--- config.mk ---
export PLATFORM = sky130hd
export DESIGN_NAME = prot_seq_top
export DESIGN_NICKNAME = d
export VERILOG_FILES = /design/src/rtl/prot_seq_pkg.sv /design/src/rtl/prot_unlock_det.sv /design/src/rtl/prot_cmd_dec.sv /design/src/rtl/prot_seq_top.sv
export SDC_FILE = /design/constraint.sdc
export NUM_CORES = 1
export LEC_CHECK = 0
export ABC_AREA = 0
export CAP_MARGIN = 20
export CORE_MARGIN = 2
export CORE_UTILIZATION = 48
export DETAILED_ROUTE_END_ITERATION = 16
export PLACE_DENSITY = 0.82
export SYNTH_ARGS = -nofsm -noshare
export SYNTH_HDL_FRONTEND = slang
export SYNTH_SLANG_ARGS = --single-unit
--- constraint.sdc ---
create_clock -name clk -period 3.6 [get_ports clk]
set_clock_uncertainty 0.05 [all_clocks]
set_input_delay 0.54 -clock clk [delete_from_list [all_inputs] [get_ports clk]]
set_output_delay 0.54 -clock clk [all_outputs]
set_load 0.05 [all_outputs]
--- src/rtl/prot_seq_pkg.sv ---
package prot_seq_pkg;

  typedef enum logic [2:0] {
    MODE_READ    = 3'd0,
    MODE_LOCKREG = 3'd1,
    MODE_PASSWD  = 3'd2,
    MODE_PBITS   = 3'd3,
    MODE_PLOCK   = 3'd4,
    MODE_VBITS   = 3'd5
  } mode_e;

  typedef enum logic [2:0] {
    OP_NONE      = 3'd0,
    OP_ENTER     = 3'd1,
    OP_PROGRAM   = 3'd2,
    OP_ERASE_ALL = 3'd3,
    OP_EXIT      = 3'd4
  } op_e;

  localparam logic [7:0] KEY_DATA_A   = 8'hAA;
  localparam logic [7:0] KEY_DATA_B   = 8'h55;
  localparam logic [7:0] PFX_PROGRAM  = 8'hA0;
  localparam logic [7:0] PFX_EXIT     = 8'h90;
  localparam logic [7:0] SFX_EXIT     = 8'h00;
  localparam logic [7:0] PFX_ERASE    = 8'h80;
  localparam logic [7:0] SFX_ERASE    = 8'h30;

  function automatic mode_e code_to_mode(input logic [7:0] code);
    case (code)
      8'h40:   return MODE_LOCKREG;
      8'h60:   return MODE_PASSWD;
      8'hC0:   return MODE_PBITS;
      8'h50:   return MODE_PLOCK;
      8'hE0:   return MODE_VBITS;
      default: return MODE_READ;
    endcase
  endfunction

endpackage

--- src/rtl/prot_unlock_det.sv ---
module prot_unlock_det #(
  parameter int CMP_W = 12
) (
  input  logic                 clk,
  input  logic                 rst_n,
  input  logic                 active,
  input  logic                 wr_en,
  input  logic [CMP_W-1:0]     addr_lo,
  input  logic [7:0]           data_lo,
  output logic                 enter_hit,
  output prot_seq_pkg::mode_e  enter_mode
);
  import prot_seq_pkg::*;

  localparam logic [CMP_W-1:0] ADDR_LONG  = CMP_W'(12'hAAA);
  localparam logic [CMP_W-1:0] ADDR_MID   = CMP_W'(12'h555);
  localparam logic [CMP_W-1:0] ADDR_SHORT = CMP_W'(12'h055);

  typedef enum logic [1:0] {ST_IDLE, ST_KEY1, ST_KEY2} st_e;

  st_e  st_q, st_d;
  logic short_q, short_d;
  logic st_en;

  assign st_en = wr_en | ~active;

  always_comb begin
    st_d       = st_q;
    short_d    = short_q;
    enter_hit  = 1'b0;
    enter_mode = code_to_mode(data_lo);
    if (!active) begin
      st_d    = ST_IDLE;
      short_d = 1'b0;
    end else if (wr_en) begin
      case (st_q)
        ST_IDLE: begin
          if (addr_lo == ADDR_LONG && data_lo == KEY_DATA_A) begin
            st_d    = ST_KEY1;
            short_d = 1'b0;
          end
        end
        ST_KEY1: begin
          st_d = ST_IDLE;
          if (data_lo == KEY_DATA_B) begin
            if (addr_lo == ADDR_MID) begin
              st_d    = ST_KEY2;
              short_d = 1'b0;
            end else if (addr_lo == ADDR_SHORT) begin
              st_d    = ST_KEY2;
              short_d = 1'b1;
            end
          end
        end
        ST_KEY2: begin
          st_d = ST_IDLE;
          if (addr_lo == ADDR_LONG && enter_mode != MODE_READ &&
              (!short_q || enter_mode == MODE_PBITS))
            enter_hit = 1'b1;
        end
        default: st_d = ST_IDLE;
      endcase
    end
  end

  always_ff @(posedge clk or negedge rst_n) begin
    if (!rst_n) begin
      st_q    <= ST_IDLE;
      short_q <= 1'b0;
    end else if (st_en) begin
      st_q    <= st_d;
      short_q <= short_d;
    end
  end

endmodule

--- src/rtl/prot_cmd_dec.sv ---
module prot_cmd_dec #(
  parameter int CMP_W = 12
) (
  input  logic                 clk,
  input  logic                 rst_n,
  input  prot_seq_pkg::mode_e  mode,
  input  logic                 wr_en,
  input  logic [CMP_W-1:0]     addr_lo,
  input  logic [7:0]           data_lo,
  output logic                 op_hit,
  output prot_seq_pkg::op_e    op
);
  import prot_seq_pkg::*;

  typedef enum logic [1:0] {PD_NONE, PD_PROG, PD_EXIT, PD_ERASE} pend_e;

  pend_e pend_q, pend_d;
  logic  pend_en;
  logic  in_set;

  assign in_set  = (mode != MODE_READ);
  assign pend_en = wr_en | ~in_set;

  always_comb begin
    pend_d = pend_q;
    op_hit = 1'b0;
    op     = OP_NONE;
    if (!in_set) begin
      pend_d = PD_NONE;
    end else if (wr_en) begin
      case (pend_q)
        PD_NONE: begin
          if (data_lo == PFX_PROGRAM)
            pend_d = PD_PROG;
          else if (data_lo == PFX_EXIT)
            pend_d = PD_EXIT;
          else if (data_lo == PFX_ERASE && mode == MODE_PBITS)
            pend_d = PD_ERASE;
        end
        PD_PROG: begin
          pend_d = PD_NONE;
          op_hit = 1'b1;
          op     = OP_PROGRAM;
        end
        PD_EXIT: begin
          pend_d = PD_NONE;
          if (data_lo == SFX_EXIT) begin
            op_hit = 1'b1;
            op     = OP_EXIT;
          end
        end
        PD_ERASE: begin
          pend_d = PD_NONE;
          if (data_lo == SFX_ERASE && addr_lo == '0) begin
            op_hit = 1'b1;
            op     = OP_ERASE_ALL;
          end
        end
        default: pend_d = PD_NONE;
      endcase
    end
  end

  always_ff @(posedge clk or negedge rst_n) begin
    if (!rst_n)
      pend_q <= PD_NONE;
    else if (pend_en)
      pend_q <= pend_d;
  end

endmodule

--- src/rtl/prot_seq_top.sv ---
module prot_seq_top #(
  parameter int ADDR_W = 20,
  parameter int DATA_W = 16,
  parameter int CMP_W  = 12
) (
  input  logic              clk,
  input  logic              rst_n,
  input  logic              wr_en,
  input  logic [ADDR_W-1:0] wr_addr,
  input  logic [DATA_W-1:0] wr_data,
  output logic [2:0]        mode_o,
  output logic              cmd_valid_o,
  output logic [2:0]        cmd_op_o,
  output logic [ADDR_W-1:0] cmd_addr_o,
  output logic [DATA_W-1:0] cmd_data_o
);
  import prot_seq_pkg::*;

  localparam int BYTE_W = 8;

  logic [CMP_W-1:0]  addr_lo;
  logic [BYTE_W-1:0] data_lo;
  logic              enter_hit, op_hit;
  mode_e             enter_mode;
  op_e               dec_op;

  mode_e             mode_q, mode_d;
  logic              vld_q, vld_d;
  op_e               op_q, op_d;
  logic [ADDR_W-1:0] caddr_q;
  logic [DATA_W-1:0] cdata_q;

  assign addr_lo = wr_addr[CMP_W-1:0];
  assign data_lo = wr_data[BYTE_W-1:0];

  prot_unlock_det #(.CMP_W(CMP_W)) i_unlock (
    .clk        (clk),
    .rst_n      (rst_n),
    .active     (mode_q == MODE_READ),
    .wr_en      (wr_en),
    .addr_lo    (addr_lo),
    .data_lo    (data_lo),
    .enter_hit  (enter_hit),
    .enter_mode (enter_mode)
  );

  prot_cmd_dec #(.CMP_W(CMP_W)) i_cmd (
    .clk     (clk),
    .rst_n   (rst_n),
    .mode    (mode_q),
    .wr_en   (wr_en),
    .addr_lo (addr_lo),
    .data_lo (data_lo),
    .op_hit  (op_hit),
    .op      (dec_op)
  );

  always_comb begin
    mode_d = mode_q;
    vld_d  = 1'b0;
    op_d   = OP_NONE;
    if (enter_hit) begin
      mode_d = enter_mode;
      vld_d  = 1'b1;
      op_d   = OP_ENTER;
    end else if (op_hit) begin
      vld_d = 1'b1;
      op_d  = dec_op;
      if (dec_op == OP_EXIT)
        mode_d = MODE_READ;
    end
  end

  always_ff @(posedge clk or negedge rst_n) begin
    if (!rst_n) begin
      mode_q  <= MODE_READ;
      vld_q   <= 1'b0;
      op_q    <= OP_NONE;
      caddr_q <= '0;
      cdata_q <= '0;
    end else begin
      vld_q <= vld_d;
      op_q  <= op_d;
      if (vld_d) begin
        mode_q  <= mode_d;
        caddr_q <= wr_addr;
        cdata_q <= wr_data;
      end
    end
  end

  assign mode_o      = mode_q;
  assign cmd_valid_o = vld_q;
  assign cmd_op_o    = op_q;
  assign cmd_addr_o  = caddr_q;
  assign cmd_data_o  = cdata_q;

endmodule

# Word level (Yosys, flattened, before mapping)
# Index checks and enable logic that the tools add are counted.
# op_classes
mux	42
n_reduce_logical	21
bitwise	4
n_eq_ne	29
# ops
operator	count
== test 8 bit (second input constant)	6
== test 8 x 7 -> 1 bit (second input constant)	4
2-to-1 mux 2 bit	12
2-to-1 mux 3 bit	8
2-to-1 mux 1 bit	16
one-hot mux 3 bit (5 select lines)	1
== test 12 x 11 -> 1 bit (second input constant)	1
== test 12 bit (second input constant)	1
== test 12 x 7 -> 1 bit (second input constant)	1
logical NOT 12 bit	1
!= test 3 bit (second input constant)	3
one-hot mux 3 bit (3 select lines)	1
AND reduction 3 bit	3
== test 8 x 6 -> 1 bit (second input constant)	1
logical NOT 8 bit	1
one-hot mux 2 bit (2 select lines)	2
== test 2 bit (second input constant)	3
== test 3 x 2 -> 1 bit (second input constant)	2
AND reduction 6 bit	1
nonzero test 3 bit	2
logical AND 1 bit	5
!= test 5 bit (second input constant)	1
== test 2 x 1 -> 1 bit (second input constant)	2
logical NOT 2 bit	2
12 further kinds	16
# totals
elab_cells	104
out_inout_bits	43
inputBits	39
regBits	48

# Logic depth before layout (Yosys ltp)
# logic_depth
ltp_word	11
ltp_mapped	8
depth_no_buf	5

# Modules after synthesis
# A second synthesis with hierarchy kept.
# hier_totals
cells_unflattened	179
area_unflattened_um2	2428.6
# by_module_without_submodules
module	seq_area_each_um2	instances	cells_per_inst	area_each_um2
prot_seq_top	1076.0	1	99	1776.7
prot_unlock_det	75.1	1	48	379.1
prot_cmd_dec	50.0	1	32	272.8

# Worst setup path before layout
# OpenSTA, ideal clock, no wires.
# synth_timing
kind	register -> register
start	reg mode_q[0], in the netlist mode_o[0]
end	reg caddr_q[0], in the netlist cmd_addr_o[0]
stages_incl_launch_ff	8
synth_period_minus_slack_ns	2.310
setup_time_ns	0.125
arrival_time_ns	2.135
slack_ns	1.290
required_ns	3.425
n_path_buf	2
cell_sequence	dfrtp_1 or3_1 nor3b_1 and4b_1 buf_6 a22oi_4 buf_12 mux2_4
# synth_between
elab_chain_len	4
elab_cells_between_ends	6
classes_between	4 x mux; 2 x reduce/logical
# synth_lines
element	line_no	rtl
start: declaration	prot_seq_top.sv:27	mode_e mode_q, mode_d;
start signal: assignment	prot_seq_top.sv:85	mode_q <= mode_d;
nonzero test 3 bit	prot_cmd_dec.sv:21	assign in_set = (mode != MODE_READ);
2-to-1 mux 1 bit	prot_cmd_dec.sv:28	if (!in_set) begin
2-to-1 mux 1 bit	prot_seq_top.sv:66	end else if (op_hit) begin
2-to-1 mux 1 bit *	prot_seq_top.sv:62	if (enter_hit) begin
end signal: assignment	prot_seq_top.sv:86	caddr_q <= wr_addr;
end: declaration	prot_seq_top.sv:30	logic [ADDR_W-1:0] caddr_q;
# Every way passes the cells marked *; elsewhere a longest branch is shown, timed or not.
# A chain may end at the register's enable or synchronous reset.

# Worst setup path in the final report
# layout_timing
start	in wr_addr[0]
end	reg caddr_q[14], in the netlist cmd_addr_o[14]
# layout_between
elab_chain_len	8
elab_cells_between_ends	15
classes_between	1 x eq/ne; 10 x mux; 4 x reduce/logical
# layout_lines
element	line_no	rtl
start: declaration	prot_seq_top.sv:9	input logic [ADDR_W-1:0] wr_addr,
logical NOT 12 bit or == test 12 bit (tied branches)	prot_cmd_dec.sv:54, prot_unlock_det.sv:57	
logical AND 1 bit, on equally long branches	prot_cmd_dec.sv:54, prot_unlock_det.sv:57	
2-to-1 mux 1 bit or logical AND 1 bit (tied branches)	prot_cmd_dec.sv:54, prot_unlock_det.sv:57	
one-hot mux 1 bit (3 select lines) or 2-to-1 mux 1 bit (tied branches)	prot_cmd_dec.sv:31, prot_unlock_det.sv:57	
2-to-1 mux 1 bit, on equally long branches	prot_cmd_dec.sv:30, prot_unlock_det.sv:36	
2-to-1 mux 1 bit, on equally long branches	prot_cmd_dec.sv:28, prot_unlock_det.sv:35	
2-to-1 mux 1 bit, on equally long branches	prot_seq_top.sv:66, prot_unlock_det.sv:32	
2-to-1 mux 1 bit *	prot_seq_top.sv:62	
# Marks and branches as above.

==> impl_metrics.py <==
metrics = {
    "synth": {
        "muxShareOfSynthArea_pct": 22.36,
        "synth_edf_count": 0,
        "synthXorXnorAreaFrac_pct": 0.3808,
        "synth_top_area_cell": "dfrtp_1",
        "ys_ff_latch": 48,
        "synth_compound_gate_area_share_pct": 7.291,
        "synthesis.area_sq_mm": 0.002300,
        "synthFlopType": "dfrtp_1",
        "async_flop_share_pct": 100.0,
        "ys_seq_area_share_pct": 52.23,
        "synth_top_area_share_pct": 52.23,
        "synth.most_common_cell": "dfrtp_1",
        "ys_types": 39,
        "synthTopCellsByArea": "dfrtp_1 52%, mux2_4 19%, mux2_2 3.4%",
        "synth_common_cells": "48 x dfrtp_1, 29 x mux2_4, 9 x nand2_1",
        "synth_top_family_by_area": "multiplexers",
        "synth_fa_ha_area_share_pct": 0,
        "syn_nets": 214,
        "synth_cells": 175,
        "avgSynthCellArea_sq_um": 13.14,
        "synth-simple-area-share_pct": 13.44,
        "yosysWarnings": 0,
    },
    "detailed_routing": {
        "detail_route.iter0.violations": 107,
        "drt_pre_antenna_iters": 4,
        "avgRoutedWirePerCell_microns": 16.19,
        "ant_nets": 0,
        "vias": 1743,
        "via_per_inst": 5.516,
        "drt-total-wl_mm": 5.115,
        "drc": 0,
    },
    "cts": {
        "clockBufferDepth": 2,
        "numCtsBuffers": 5,
        "htreeDepth": 2,
        "clock-sinks": 48,
        "cts_tree": "done",
        "cts_setup_buffers": 0,
        "cts_hold_buf": 0,
        "cts-root-buf": "clkbuf_8",
        "path_clk_slew_ns": 0.09,
        "worstSkewPairLatency_ns": 0.30,
        "cts_resized": 0,
    },
    "die": {
        "io_pins": 82,
        "die_area_sq_mm": 0.005360,
        "die_w_microns": 73.22,
        "die_h_microns": 73.22,
        "row_count": 25,
        "core_region_area_sq_mm": 0.004661,
        "initial_utilization_pct": 49.34,
    },
    "sta": {
        "period_minus_slack_ns": 2.697,
        "slew_headroom_pct": 55.91,
        "final-setup-viol-count": 0,
        "finalCritPeriodShare_pct": 74.91,
        "slew_viol_final": 0,
        "clock.fmax_mhz": 370.8,
        "worst_slew_pin_slew_ns": 0.6563,
        "setup_tns_ns": 0,
        "rsz0062_at_grt": "no",
        "final_hold_viol_count": 0,
    },
    "global_routing": {
        "overflow": 0,
        "first_global_vias": 1697,
        "grt_usage_pct": 20.08,
        "antenna_found_initial": 0,
        "grt_pass1_wl_mm": 8.148,
        "grt_max_degree": 49,
    },
    "final_layout": {
        "final_nets": 300,
        "layout-drive-gt1-share_pct": 19.08,
        "fin_cells": 316,
        "area_growth_pct": 40.86,
        "final_area_sq_mm": 0.003239,
        "diodes": 0,
    },
    "run": {
        "drv_cap": 0,
    },
    "setup_path": {
        "path_cells": "clkdlybuf4s50_1 -> nor4_1 -> and4_1 -> and4b_1 -> a22oi_4 -> buf_4 -> mux2_4",
        "critPathSlowestCell": "clkdlybuf4s50_1",
        "r2r_start": "mode_o[0]",
        "path_max_fanout": 21,
        "worstPathRequired_ns": 3.74,
        "crit_buf_inv": 2,
        "cp.arrival_ns": 2.83,
        "startpoint": "wr_addr[0]",
        "critPathKind": "in -> reg",
        "critPathMaxStageDelay_ns": 0.49,
        "cp-end-kind": "flip-flop",
        "critPathLaunchType": "primary input",
        "crit_family": "simple AND/OR/NAND/NOR gates",
    },
    "placement": {
        "gp_congestion": 0.9203,
        "dp_cells": 307,
        "port_buffers": 81,
        "place_hpwl_mm": 3.720,
        "postPlaceCellArea_sq_mm": 0.003112,
    },
    "power": {
        "p_per_area_mw_per_mm2": 306.4,
        "power.total_mw": 0.9925,
        "power.leakage_nw": 1.523,
        "ir_worst_vdd_uv": 259.7,
    },
    "hold_path": {
        "hold_class": "in -> async",
    },
    "outcome": {
        "outcome": "completed",
    },
}
-- where the power goes --
group	switching (mW)	internal, mW
Clock	0.168	0.206
Sequential	0.00000732	0.539
Combinational	0.0358	0.0442
-- worst paths after layout --
check | endpoint | cells past startpoint | slack (ns)
max reg2reg | cmd_addr_o[14] | 6 | 1.29
max in group asynchronous | mode_o[2] | 2 | 2.85
min in group clk | cmd_data_o[1] | 1 | 0.46
min reg2reg | cmd_data_o[1] | 1 | 0.46
max | cmd_addr_o[14] | 7 | 0.90
min | cmd_addr_o[11] | 1 | 0.13
-- flip-flops by register name, summed over array words and instances (netlist names) --
signal / flops
i_unlock.short_q: 1
i_cmd.pend_q: 2
cmd_addr_o: 20
cmd_valid_o: 1
cmd_op_o: 3
i_unlock.st_q: 2
mode_o: 3
cmd_data_o: 16
-- layout by cell type (no fill, tap or decap), types with 2 or more instances in the layout --
cell / n
clkbuf_8: 5
a21oi_1: 7
o21ai_0: 6
inv_1: 6
and4_1: 2
nor3b_1: 3
nand2_1: 9
nor2_1: 7
nor4_1: 4
dfrtp_1: 48
mux2_4: 29
nand2b_1: 2
nand4_1: 2
nor3_1: 5
mux2_2: 7
a22oi_1: 2
nand3_1: 4
clkdlybuf4s50_1: 80
or3_1: 7
buf_4: 2
a31oi_1: 2
-- area by class of cell --
cell class	instances	area (sq um)
Timing Repair Buffer	84	840.8
Inverter	6	22.52
Sequential cell	48	1201
Clock buffer	6	72.57
Multi-Input combinational cell	116	999.7
Tap cell	54	67.56
Fill cell	338	1421
Clock inverter	2	35.03
-- per-stage QoR --
stage	util, %	hold WS (ns)	setup slack [ns]
after floorplan	-	0.1944	1.290
after CTS	69.07	0.4045	0.9386
after global placement	66.77	0.4362	0.6429
after global routing	69.50	0.1597	0.7675
after detailed placement	66.77	0.4453	0.6225
final	69.50	0.1337	0.9033
-- metal layers --
| metal | wire length, microns | vias to the layer above | GRT usage [%] |
|---|---|---|---|
| li1 | - | 812 | - |
| met1 | 2372 | 844 | 27.58 |
| met2 | 2298 | 83 | 31.43 |
| met3 | 388 | 4 | 5.663 |
| met4 | 55 | 0 | 5.144 |
| met5 | 0 | - | 0 |
-- worst register-to-register path, cell delays in order (launching register included) --
cell,delay (ns)
dfrtp_1,0.42
or3_1,0.41
nor3b_1,0.18
and4b_1,0.39
a22oi_4,0.12
buf_4,0.28
mux2_4,0.35
-- kinds of logic (layout without fill, tap and decap cells) --
kind of cell    Yosys count  in the layout
xor+xnor                  1              1
simple gates             54             54
mux                      36             36
compound gates           25             25
flops                    48             48
buf+inv                  11             98
(Power assumes the default switching activity.)
